$ cat src/rtl/gpio_irq_pkg.sv
package gpio_irq_pkg;
  localparam int unsigned NREG      = 4;
  localparam int unsigned IDX_W     = 2;
  localparam int unsigned WORD_LSB  = 2;

  typedef enum logic [IDX_W-1:0] {
    REG_STS  = 2'd0,
    REG_EN   = 2'd1,
    REG_WSTS = 2'd2,
    REG_WEN  = 2'd3
  } reg_idx_e;
endpackage

$ cat src/rtl/gpio_sts_w1c.sv
module gpio_sts_w1c #(
  parameter int unsigned              W     = 16,
  parameter logic [W-1:0]             VALID = '1
) (
  input  logic         clk_i,
  input  logic         rst_ni,
  input  logic [W-1:0] set_i,
  input  logic [W-1:0] clr_i,
  output logic [W-1:0] q_o
);
  logic [W-1:0] q_q;

  // set has priority over a same-cycle clear
  always_ff @(posedge clk_i or negedge rst_ni) begin
    if (!rst_ni) q_q <= '0;
    else         q_q <= ((q_q & ~clr_i) | set_i) & VALID;
  end

  assign q_o = q_q;

  AST_SET_WINS: assert property (@(posedge clk_i) disable iff (!rst_ni)
    ((set_i & VALID) != '0) |=> ((q_o & $past(set_i & VALID)) == $past(set_i & VALID)));

  AST_W1C_CLEARS: assert property (@(posedge clk_i) disable iff (!rst_ni)
    ((clr_i & ~set_i) != '0) |=> ((q_o & $past(clr_i & ~set_i)) == '0));

  AST_UNPOP_ZERO: assert property (@(posedge clk_i) disable iff (!rst_ni)
    (q_o & ~VALID) == '0);
endmodule

$ cat src/rtl/gpio_mask_reg.sv
module gpio_mask_reg #(
  parameter int unsigned  W     = 16,
  parameter logic [W-1:0] VALID = '1
) (
  input  logic         clk_i,
  input  logic         rst_ni,
  input  logic         load_i,
  input  logic [W-1:0] d_i,
  output logic [W-1:0] q_o
);
  logic [W-1:0] q_q;

  always_ff @(posedge clk_i or negedge rst_ni) begin
    if (!rst_ni)     q_q <= '0;
    else if (load_i) q_q <= d_i & VALID;
  end

  assign q_o = q_q;

  AST_EN_LOAD: assert property (@(posedge clk_i) disable iff (!rst_ni)
    load_i |=> (q_o == $past(d_i & VALID)));

  AST_EN_HOLD: assert property (@(posedge clk_i) disable iff (!rst_ni)
    !load_i |=> $stable(q_o));
endmodule

$ cat src/rtl/gpio_bank_regport.sv
module gpio_bank_regport
  import gpio_irq_pkg::*;
#(
  parameter int unsigned GW     = 16,
  parameter int unsigned DW     = 32,
  parameter int unsigned AW     = 4
) (
  input  logic                  clk_i,
  input  logic                  rst_ni,
  input  logic                  we_i,
  input  logic [AW-1:0]         addr_i,
  input  logic [GW-1:0]         rd_vec_i [NREG],
  output logic [NREG-1:0]       wr_o,
  output logic [DW-1:0]         rdata_o
);
  logic [IDX_W-1:0] idx;

  assign idx = addr_i[WORD_LSB +: IDX_W];

  for (genvar g = 0; g < NREG; g++) begin : g_wr
    assign wr_o[g] = we_i && (idx == IDX_W'(g));
  end

  always_comb begin
    rdata_o         = '0;
    rdata_o[GW-1:0] = rd_vec_i[idx];
  end

  AST_WR_ONEHOT: assert property (@(posedge clk_i) disable iff (!rst_ni)
    $onehot0(wr_o));

  AST_WR_NEEDS_WE: assert property (@(posedge clk_i) disable iff (!rst_ni)
    (wr_o != '0) |-> we_i);
endmodule

$ cat src/rtl/gpio_irq_bank.sv
module gpio_irq_bank
  import gpio_irq_pkg::*;
#(
  parameter int unsigned GROUP_W  = 16,
  parameter int unsigned NUM_PADS = 16,
  parameter int unsigned DATA_W   = 32,
  parameter int unsigned ADDR_W   = 4
) (
  input  logic               clk_i,
  input  logic               rst_ni,
  input  logic [GROUP_W-1:0] evt_req_i,
  input  logic [GROUP_W-1:0] host_own_i,
  input  logic [GROUP_W-1:0] route_sys_i,
  input  logic               reg_we_i,
  input  logic [ADDR_W-1:0]  reg_addr_i,
  input  logic [DATA_W-1:0]  reg_wdata_i,
  output logic [DATA_W-1:0]  reg_rdata_o,
  output logic               irq_o,
  output logic               wake_o
);
  localparam logic [GROUP_W-1:0] VALID_MASK = {GROUP_W{1'b1}} >> (GROUP_W - NUM_PADS);
  localparam int unsigned        NSTS       = 2;

  logic [GROUP_W-1:0] wdata_g;
  logic [NREG-1:0]    wr;
  logic [GROUP_W-1:0] rd_vec [NREG];
  logic [GROUP_W-1:0] sts_set [NSTS];
  logic [GROUP_W-1:0] sts_clr [NSTS];
  logic [GROUP_W-1:0] sts_q   [NSTS];
  logic [GROUP_W-1:0] en_q, wen_q;

  assign wdata_g = reg_wdata_i[GROUP_W-1:0];

  // index 0: interrupt status, index 1: wake status
  assign sts_set[0] = evt_req_i & host_own_i & VALID_MASK;
  assign sts_set[1] = evt_req_i & VALID_MASK;
  assign sts_clr[0] = wr[REG_STS]  ? wdata_g : '0;
  assign sts_clr[1] = wr[REG_WSTS] ? wdata_g : '0;

  for (genvar s = 0; s < NSTS; s++) begin : g_sts
    gpio_sts_w1c #(.W(GROUP_W), .VALID(VALID_MASK)) i_sts (
      .clk_i  (clk_i),
      .rst_ni (rst_ni),
      .set_i  (sts_set[s]),
      .clr_i  (sts_clr[s]),
      .q_o    (sts_q[s])
    );
  end

  gpio_mask_reg #(.W(GROUP_W), .VALID(VALID_MASK)) i_en (
    .clk_i  (clk_i),
    .rst_ni (rst_ni),
    .load_i (wr[REG_EN]),
    .d_i    (wdata_g),
    .q_o    (en_q)
  );

  gpio_mask_reg #(.W(GROUP_W), .VALID(VALID_MASK)) i_wen (
    .clk_i  (clk_i),
    .rst_ni (rst_ni),
    .load_i (wr[REG_WEN]),
    .d_i    (wdata_g),
    .q_o    (wen_q)
  );

  assign rd_vec[REG_STS]  = sts_q[0];
  assign rd_vec[REG_EN]   = en_q;
  assign rd_vec[REG_WSTS] = sts_q[1];
  assign rd_vec[REG_WEN]  = wen_q;

  gpio_bank_regport #(.GW(GROUP_W), .DW(DATA_W), .AW(ADDR_W)) i_port (
    .clk_i    (clk_i),
    .rst_ni   (rst_ni),
    .we_i     (reg_we_i),
    .addr_i   (reg_addr_i),
    .rd_vec_i (rd_vec),
    .wr_o     (wr),
    .rdata_o  (reg_rdata_o)
  );

  assign irq_o  = |(sts_q[0] & en_q);
  assign wake_o = |(sts_q[1] & wen_q & ~route_sys_i);

  AST_OWN_GATE: assert property (@(posedge clk_i) disable iff (!rst_ni)
    1'b1 |=> ((sts_q[0] & ~$past(sts_q[0]) & ~$past(host_own_i)) == '0));

  AST_IRQ_NEEDS_EN: assert property (@(posedge clk_i) disable iff (!rst_ni)
    irq_o |-> (en_q != '0));

  AST_WAKE_ROUTE: assert property (@(posedge clk_i) disable iff (!rst_ni)
    wake_o |-> ((wen_q & ~route_sys_i) != '0));

  AST_WAKE_SET: assert property (@(posedge clk_i) disable iff (!rst_ni)
    ((evt_req_i & VALID_MASK) != '0) |=> ((sts_q[1] & $past(evt_req_i & VALID_MASK)) == $past(evt_req_i & VALID_MASK)));

  AST_RDATA_UPPER: assert property (@(posedge clk_i) disable iff (!rst_ni)
    reg_rdata_o[DATA_W-1:GROUP_W] == '0);
endmodule

$ cat config.mk
export PLATFORM = sky130hd
export DESIGN_NAME = gpio_irq_bank
export DESIGN_NICKNAME = d
export VERILOG_FILES = /design/src/rtl/gpio_irq_pkg.sv /design/src/rtl/gpio_sts_w1c.sv /design/src/rtl/gpio_mask_reg.sv /design/src/rtl/gpio_bank_regport.sv /design/src/rtl/gpio_irq_bank.sv
export SDC_FILE = /design/constraint.sdc
export NUM_CORES = 1
export LEC_CHECK = 0
export CAP_MARGIN = 5
export CORE_MARGIN = 1
export CORE_UTILIZATION = 44
export DETAILED_ROUTE_END_ITERATION = 8
export GPL_TIMING_DRIVEN = 0
export PLACE_DENSITY = 0.76
export SETUP_SLACK_MARGIN = 0.3
export SLEW_MARGIN = 20
export SYNTH_ARGS = -nofsm -noshare
export SYNTH_HDL_FRONTEND = slang
export SYNTH_SLANG_ARGS = --single-unit
export TNS_END_PERCENT = 50
$ cat constraint.sdc
create_clock -name clk_i -period 1.5 [get_ports clk_i]
set_input_delay 0.225 -clock clk_i [delete_from_list [all_inputs] [get_ports clk_i]]
set_output_delay 0.225 -clock clk_i [all_outputs]
set_load 0.1 [all_outputs]
# Word level (Yosys, flattened, before mapping)
# Cells that the tools add are included.
totals:
  regBits: 64
  out_inout_bits: 34
  elab_cells: 32
  input_bits: 87
classes:
  reduce_logical: 7
  bitwise_logic: 12
  order_cmp: 1
  eq_ne: 3
  mux: 5
ops:
  columns: ["operator", "count"]
  rows:
  - ["16-bit AND", 6]
  - ["16-bit 2-to-1 mux", 4]
  - ["16-bit NOT", 3]
  - ["16-bit binary-select mux with 2-bit select", 1]
  - ["16-bit bitwise OR", 2]
  - ["16-bit OR reduction", 2]
  - ["2-bit == test, second input constant", 2]
  - ["1-bit logical AND", 4]
  - ["3-bit >= comparator, second input constant", 1]
  - ["2-bit NOT with 3-bit output", 1]
  - ["2-bit by 1-bit == test with 1-bit output, second input constant", 1]
  - ["2-bit logical NOT", 1]

# Logic depth before layout (Yosys ltp)
# Gate-level depths: netlist (run 1).
logic_depth:
  ltp_word: 6
  ltp_mapped: 5
  ltp_nobuf: 4

# Hierarchy
# Synthesis (run 1) repeated with hierarchy kept, for this count alone.
unflattened:
  cells_unflattened: 285
  hier_area_um2: 3544.6
by_module_without_submodules:
  columns: ["mod", "area_per_inst_um2", "seq_area_each_um2", "cells_each", "instances"]
  rows:
  - ["gpio_mask_reg", 649.4, 400.4, 34, 2]
  - ["gpio_sts_w1c", 580.6, 400.4, 48, 2]
  - ["gpio_bank_regport", 548.0, 0.0, 41, 1]
  - ["gpio_irq_bank", 536.8, 0.0, 80, 1]

# Worst setup path before layout (run 1)
# No wires, ideal clock.
synth_timing:
  path_type: "reg2out"
  start: "register i_en.q_q[10], in the netlist i_en.q_o[10]"
  end: "output irq_o"
  arrival_ns: 1.721
  n_path_buf: 0
  path_stages_with_launch: 4
  t_required_ns: 1.275
  slack_ns: -0.446
  path_cell_list: "dfrtp_1 a22o_1 a221oi_1 nand4_1"
synth_between:
  elab_chain_len: 2
synth_rtl:
  columns: ["element", "line_no", "rtl"]
  rows:
  - ["start: declaration", "gpio_mask_reg.sv:11", "logic [W-1:0] q_q;"]
  - ["start signal: assignment", "gpio_mask_reg.sv:15", "else if (load_i) q_q <= d_i & VALID;"]
  - ["16-bit AND", "gpio_irq_bank.sv:81", "assign irq_o = |(sts_q[0] & en_q);"]
  - ["16-bit OR reduction", "gpio_irq_bank.sv:81", null]
  - ["end: declaration", "gpio_irq_bank.sv:18", "output logic irq_o,"]
# Every way passes these cells.

# Final worst setup path (run 1)
layout_timing:
  start: "register g_sts[0].i_sts.q_q[5]"
  end: "output irq_o"
layout_between:
  elab_chain_len: 2
layout_rtl:
  columns: ["element", "line_no", "rtl"]
  rows:
  - ["start: declaration", "gpio_sts_w1c.sv:11", "logic [W-1:0] q_q;"]
  - ["start signal: assignment", "gpio_sts_w1c.sv:16", "else q_q <= ((q_q & ~clr_i) | set_i) & VALID;"]
  - ["16-bit AND", "gpio_irq_bank.sv:81", null]
  - ["16-bit OR reduction", "gpio_irq_bank.sv:81", null]
# Every way passes these cells.

==> impl_results.rst, run 1 <==
.. list-table::
   :header-rows: 1

   * - Metric
     - Value
   * - Run status
     - finished with violations
   * - Violated checks
     - negative setup slack
   * - Met2 wire length
     - 4450 um
   * - Worst setup slack after layout
     - -0.431 ns
   * - Fin Clk Skew
     - 0 ns
   * - Number of enable-type register cells in the synthesized netlist
     - 0
   * - Fraction of layout instances using a drive strength above 1
     - 0.393
   * - Routed vias
     - 2529
   * - Length of the first detailed-routing pass in iterations
     - 5
   * - Cell taking the most area after synthesis
     - sky130_fd_sc_hd__dfrtp_1
   * - Via density
     - 5.21
   * - Crit start category
     - flop
   * - Cell at the slowest stage of the critical path
     - sky130_fd_sc_hd__dfrtp_1
   * - DR iter-0 viols
     - 105
   * - Sort of element at the end of the critical path
     - output pin
   * - Number of failing hold endpoints at the final stage
     - 0
   * - Hold/Removal Path Class
     - in2async
   * - CTS tree
     - yes
   * - Die width
     - 87.0 um
   * - Number of antenna violations at the first check in global routing
     - 0
   * - Final critical-path share of the clock period
     - 1.29
   * - Sum of negative setup slack
     - -4.09 ns
   * - Worst VDD drop
     - 0.669 mV
   * - Data arrival, critical path
     - 1.71 ns
   * - Sequential fraction of the synthesis area
     - 0.504
   * - Count leader, synth
     - sky130_fd_sc_hd__dfrtp_1
   * - Synth top area share
     - 0.504
   * - Cell variety after synth
     - 20
   * - Final count of negative-setup-slack endpoints
     - 18
   * - Sequence of cells on the critical path
     - a22o_1, a221oi_2, nand4_1, buf_12
   * - # H-tree levels
     - 3
   * - Clock latency at the later pin of the worst-skew pair
     - 0.34 ns
   * - Final cell count without fillers
     - 485
   * - GRT Overall Usage
     - 0.251
   * - Number of standard-cell rows in the floorplan
     - 30
   * - Portion of total power attributed to combinational logic
     - 0.348
   * - Antenna diodes
     - 0
   * - Overall power of the completed layout
     - 5.89 mW
   * - Total number of yosys warnings
     - 0
   * - Share of async-settable or async-resettable flops after synthesis
     - 1.00
   * - Number of global-route vias before repair
     - 2670
   * - CTS root buf
     - sky130_fd_sc_hd__clkbuf_8
   * - Buffers added on ports
     - 86
   * - Number of cells in the design after placement
     - 440
   * - Core box area
     - 6870 um^2
   * - Commonest cells post-synth
     - sky130_fd_sc_hd__dfrtp_1, sky130_fd_sc_hd__nand2_1, sky130_fd_sc_hd__mux2_2
   * - Met3 routed WL
     - 620 um
   * - Growth of design area from synthesis to finish
     - 55.5%
   * - Slowest cell delay on critical path
     - 0.40 ns
   * - Main flop type after synthesis
     - sky130_fd_sc_hd__dfrtp_1
   * - I/O pins
     - 121
   * - Highest routed metal layer
     - met4
   * - Clock period minus worst slack
     - 1.93 ns
   * - Critical path data required time
     - 1.27 ns
   * - Starting Density
     - 0.463
   * - Residual DRC count
     - 0
   * - Unrepaired setup endpoints after global routing
     - true
   * - Flop and latch count out of synthesis
     - 64
   * - Sw Ratio
     - 0.337
   * - Cell internal power dissipation
     - 3.90 mW
   * - Count of nets after finishing
     - 471
   * - Global-route wire length before repair
     - 13700 um
   * - Routability-driven placement congestion ratio
     - 0.788
   * - Vertical die dimension
     - 87.0 um
   * - Antenna Nets Post-Route
     - 0
   * - Fin util
     - 0.720
   * - Post-detailed-route wirelength per cell
     - 18.0 um
   * - Power density of the placed cells
     - 1190 nW/um^2
   * - Synth top area cells
     - sky130_fd_sc_hd__dfrtp_1, sky130_fd_sc_hd__mux2_2, sky130_fd_sc_hd__mux4_2
   * - Leakage
     - 2.11 nW
   * - Clock-pin slew on the worst setup and hold paths
     - 0.07 ns
   * - Worst setup path category
     - reg2out
   * - Fmax
     - 518 MHz
   * - Max-capacitance violation count
     - 0
   * - Clock network fraction of design power
     - 0.289
   * - Cells after synthesis
     - 242
   * - Total congestion overflow
     - 0
   * - Total Wirelength
     - 8730 um
   * - Detailed Place HPWL
     - 5840 um
   * - Largest fanout on the critical path
     - 3
   * - Pin count of the biggest net entering global routing
     - 50
   * - Sinks on Clock Net
     - 64
   * - Count of pins over their slew limit
     - 0
   * - Clock Tree Buf Depth
     - 2
   * - Die area
     - 7570 um^2
   * - Net switching power
     - 1.98 mW
   * - Register share of total power
     - 0.363
   * - Clock buffers created by TritonCTS
     - 9
   * - Met1 routed wirelength after detailed routing
     - 3590 um
   * - Syn_area_per_cell
     - 13.1 um^2
   * - Cell area after technology mapping
     - 3180 um^2
registers in the layout, summed over array words and instances, names as in the netlist:
name / count
g_sts.i_sts.q_o: 32
i_en.q_o: 16
i_wen.q_o: 16
power groups by stage:
| stage | logic [mW] | clock network [mW] | registers [mW] |
|---|---|---|---|
| after global placement | 1.74 | 0 | 2.14 |
| final | 2.05 | 1.70 | 2.14 |
| after detailed placement | 1.76 | 0 | 2.16 |
| after global routing | 2.13 | 1.83 | 2.16 |
| after floorplan | 1.29 | 0 | 2.10 |
| after CTS | 1.97 | 1.73 | 2.12 |
cell usage in the layout (no fill, tap or decap), types with 2 or more instances in the layout:
cell type	count
sky130_fd_sc_hd__a21o_1	16
sky130_fd_sc_hd__a22o_1	20
sky130_fd_sc_hd__buf_8	4
sky130_fd_sc_hd__buf_12	11
sky130_fd_sc_hd__buf_4	40
sky130_fd_sc_hd__clkbuf_8	12
sky130_fd_sc_hd__o22ai_1	5
sky130_fd_sc_hd__nand2_2	6
sky130_fd_sc_hd__buf_16	2
sky130_fd_sc_hd__clkbuf_1	2
sky130_fd_sc_hd__mux4_2	16
sky130_fd_sc_hd__nand2_1	43
sky130_fd_sc_hd__o22ai_2	3
sky130_fd_sc_hd__buf_6	15
sky130_fd_sc_hd__bufinv_16	2
sky130_fd_sc_hd__clkdlybuf4s50_1	64
sky130_fd_sc_hd__mux2_2	32
sky130_fd_sc_hd__nor4_1	2
sky130_fd_sc_hd__conb_1	16
sky130_fd_sc_hd__a221oi_2	4
sky130_fd_sc_hd__dfrtp_1	64
worst max-delay path, delay by kind of cell (launching register included):
family,cells,cell delay (ns)
buffers and inverters,1,0.24
DFF,1,0.40
AOI/OAI and AO/OA,2,0.47
and+or+nand+nor,1,0.25
layer usage:
layer,global-route usage,vias to the layer above
met2,0.422,112
met5,0,-
li1,-,1158
met4,0.0576,0
met3,0.0777,7
met1,0.318,1252
cells by family after synthesis:
logic type | count (synthesis) | synth area share
compound gates | 48 | 0.120
simple gates | 56 | 0.0819
other cells | 1 | 0.00118
mux | 48 | 0.233
flops | 64 | 0.504
buf+inv | 25 | 0.0610
stage by stage:
| step | hold slack [ns] | setup WS, ns | cell area [um^2] |
|---|---|---|---|
| floorplan | -0.0706 | -0.409 | 3280 |
| global placement | 0.483 | -1.85 | 4260 |
| detailed placement | 0.106 | -1.36 | 4290 |
| CTS | 0.280 | -0.403 | 4820 |
| global route | 0.288 | -0.476 | 4940 |
| finish | 0.291 | -0.431 | 4940 |
final timing paths:
check	start	to	slack [ns]	cells after the start
min in group clk_i	reg_addr_i[2]	i_en.q_o[0]$_DFFE_PN0P_	0.46	4
hold / removal	rst_ni	g_sts[0].i_sts.q_o[7]$_DFF_PN0_	0.29	2
setup / recovery	g_sts[0].i_sts.q_o[5]$_DFF_PN0_	irq_o	-0.43	4
setup reg to reg	i_en.q_o[10]$_DFFE_PN0P_	i_en.q_o[10]$_DFFE_PN0P_	0.47	3
hold reg to reg	g_sts[1].i_sts.q_o[7]$_DFF_PN0_	g_sts[1].i_sts.q_o[7]$_DFF_PN0_	0.52	1
max in group asynchronous	rst_ni	g_sts[0].i_sts.q_o[5]$_DFF_PN0_	0.70	3
timing repair:
action | CTS | global route
gates resized for setup | 170 | 14
pin swaps | 5 | 11
buffers inserted | 14 | 10
gates cloned | 4 | 0
hold endpoints to repair | 15 | 0
hold buffers | 1 | 0
setup endpoints to repair | 82 | 33
area by class of cell:
class                   instances  area, um^2
plain buffers                  25         240
clock buffers                  14         173
clock inverters                 2        60.1
fillers                       498        1930
multi-input cells             168        1480
flip-flops and latches         64        1600
well taps                      96         120
repair buffers                116        1270
No activity file was read; power rests on OpenSTA's default activity.
==> inputs of run 2 (changes only) <==
RECOVER_POWER = 50   (was not set)
==> impl_results.rst, run 2 (synthesized netlist as in run 1, its figures left out) <==
.. list-table::
   :header-rows: 1

   * - Metric
     - Value
   * - Register share of total power
     - 0.363 (about the same)
   * - Clock Tree Buf Depth
     - 2 (unchanged)
   * - Clock period minus worst slack
     - 1.93 ns (-0.00425 ns)
   * - Global-route wire length before repair
     - 13700 um (unchanged)
   * - Worst hold path depth
     - 4
   * - Pin count of the biggest net entering global routing
     - 50 (unchanged)
   * - Crit start category
     - flop
   * - Antenna Nets Post-Route
     - 0 (unchanged)
   * - Unrepaired setup endpoints after global routing
     - true
   * - CTS root buf
     - sky130_fd_sc_hd__clkbuf_8
   * - Fmax
     - 519 MHz (+0.22%)
   * - Via density
     - 5.22 (+0.12%)
   * - Critical path data required time
     - 1.27 ns (about the same)
   * - Total Wirelength
     - 8730 um (about the same)
   * - I/O pins
     - 121 (unchanged)
   * - Worst setup slack after layout
     - -0.426 ns (+0.00425 ns)
   * - Antenna diodes
     - 0 (unchanged)
   * - Sinks on Clock Net
     - 64 (unchanged)
   * - Post-detailed-route wirelength per cell
     - 18.0 um (about the same)
   * - Sort of element at the end of the critical path
     - output pin
   * - Fin Clk Skew
     - 0 ns (unchanged)
   * - Sw Ratio
     - 0.337 (about the same)
   * - Fraction of layout instances using a drive strength above 1
     - 0.391 (-0.00257)
   * - Routability-driven placement congestion ratio
     - 0.788 (unchanged)
   * - GRT Overall Usage
     - 0.251 (unchanged)
   * - Cell internal power dissipation
     - 3.90 mW (-0.13%)
   * - Number of standard-cell rows in the floorplan
     - 30 (unchanged)
   * - Core box area
     - 6870 um^2 (unchanged)
   * - Number of failing hold endpoints at the final stage
     - 0 (unchanged)
   * - Reg-to-Reg Start
     - i_en.q_o[10]$_DFFE_PN0P_
   * - # H-tree levels
     - 3 (unchanged)
   * - Vertical die dimension
     - 87.0 um (unchanged)
   * - Power density of the placed cells
     - 1190 nW/um^2 (+0.24%)
   * - Largest fanout on the critical path
     - 3 (unchanged)
   * - Number of flip-flops in the largest register
     - 32 (unchanged)
   * - Final cell count without fillers
     - 485 (unchanged)
   * - Actual transition at the worst max-transition pin
     - 0.918 ns
   * - Routed vias
     - 2532 (+0.12%)
   * - Number of filler cells placed in the layout
     - 502 (+0.80%)
   * - Sequential cell area
     - 1600 um^2 (unchanged)
   * - Number of cells in the design after placement
     - 440 (unchanged)
   * - Die width
     - 87.0 um (unchanged)
   * - Count of pins over their slew limit
     - 0 (unchanged)
   * - Hold slack final
     - 0.464 ns (+0.173 ns)
   * - Count of nets after finishing
     - 471 (unchanged)
   * - Data arrival, critical path
     - 1.70 ns (about the same)
   * - Hold/Removal Path Class
     - in2reg
   * - Net switching power
     - 1.98 mW (about the same)
   * - Detailed Place HPWL
     - 5840 um (unchanged)
   * - Fin util
     - 0.717 (-0.00237)
   * - Buffers added on ports
     - 86 (unchanged)
   * - DR iter-0 viols
     - 103 (-1.9%)
   * - Most used cells in the layout excluding fill and tap cells
     - sky130_fd_sc_hd__dfrtp_1, sky130_fd_sc_hd__clkdlybuf4s50_1, sky130_fd_sc_hd__nand2_1
   * - Number of global-route vias before repair
     - 2670 (unchanged)
   * - Leakage
     - 2.10 nW (-0.42%)
   * - Start point of the critical path
     - g_sts[0].i_sts.q_o[5]$_DFF_PN0_
   * - Overall power of the completed layout
     - 5.88 mW (about the same)
   * - Run status
     - finished with violations
   * - CTS tree
     - yes
   * - FF-to-FF path depth
     - 3 (unchanged)
   * - Final count of negative-setup-slack endpoints
     - 18 (unchanged)
   * - Final critical-path share of the clock period
     - 1.28 (-0.00283)
   * - Worst setup path category
     - reg2out
   * - Total congestion overflow
     - 0 (unchanged)
   * - Worst VDD drop
     - 0.669 mV (about the same)
   * - Length of the first detailed-routing pass in iterations
     - 4 (-1)
   * - Die area
     - 7570 um^2 (unchanged)
   * - Portion of total power attributed to combinational logic
     - 0.347 (about the same)
   * - Starting Density
     - 0.463 (unchanged)
   * - Number of antenna violations at the first check in global routing
     - 0 (unchanged)
   * - Residual DRC count
     - 0 (unchanged)
   * - Worst min-delay path startpoint
     - reg_addr_i[2]
   * - Max-capacitance violation count
     - 0 (unchanged)
   * - Clock-pin slew on the worst setup and hold paths
     - 0.07 ns (about the same)
   * - Violated checks
     - negative setup slack
   * - Clock buffers created by TritonCTS
     - 9 (unchanged)
   * - Headroom to the max-slew limit
     - 0.388
   * - Growth of design area from synthesis to finish
     - 55.0%
   * - Clock latency at the later pin of the worst-skew pair
     - 0.34 ns (about the same)
   * - Register-to-register setup slack
     - 0.47 ns (about the same)
   * - Area used by multi-input combinational logic
     - 1480 um^2 (unchanged)
   * - Clock network fraction of design power
     - 0.290 (about the same)
==> run 2: metrics by stage <==
step                      worst slack [ns]  TNS (ns)  area, um^2
final                               -0.426     -4.09        4930
after global placement               -1.85   -156.80        4260
after global routing                -0.476     -8.06        4930
after detailed placement             -1.36    -38.81        4290
after floorplan                     -0.409    -0.780        3280
after CTS                           -0.403     -3.85        4820
==> run 2: path summary, 6_finish.rpt <==
kind,to
max in group asynchronous,g_sts[0].i_sts.q_o[5]$_DFF_PN0_
min,i_en.q_o[0]$_DFFE_PN0P_
min reg2reg,g_sts[1].i_sts.q_o[7]$_DFF_PN0_
max,irq_o
max reg2reg,i_en.q_o[10]$_DFFE_PN0P_
min in group asynchronous,g_sts[0].i_sts.q_o[7]$_DFF_PN0_
==> run 2: power by group through the flow <==
stage	logic (mW)	clock network [mW]	registers [mW]
global placement	1.74	0	2.14
global route	2.12	1.83	2.16
detailed placement	1.76	0	2.16
floorplan	1.29	0	2.10
CTS	1.97	1.73	2.12
finish	2.04	1.70	2.14
==> run 2: timing repair <==
action,CTS,global route
endpoints found under the setup margin,82,33
resized for setup,170,14
setup buffers,14,10
endpoints found under the hold margin,15,0
hold buffers,1,0
gates cloned,4,0
pin swaps,5,11
==> run 2: critical path, cell delays in order, from the launching register on <==
cell	delay (ns)
sky130_fd_sc_hd__dfrtp_1	0.40
sky130_fd_sc_hd__a22o_1	0.23
sky130_fd_sc_hd__a221oi_2	0.24
sky130_fd_sc_hd__nand4_1	0.25
sky130_fd_sc_hd__buf_12	0.24
==> run 2: area by class of cell <==
class / count / area share
timing repair buffer: 116 / 0.254
multi-input combinational: 168 / 0.300
buffer: 25 / 0.0488
sequential: 64 / 0.325
tap: 96 / 0.0244
clock inverter: 2 / 0.0122
clock buffer: 14 / 0.0350
==> run 2: metal layers <==
metal	global-route usage	wire length [um]	vias to the layer above
met5	0	0	-
met4	0.0576	72	0
met3	0.0777	685	7
met2	0.422	4450	119
met1	0.318	3520	1248
li1	-	-	1158
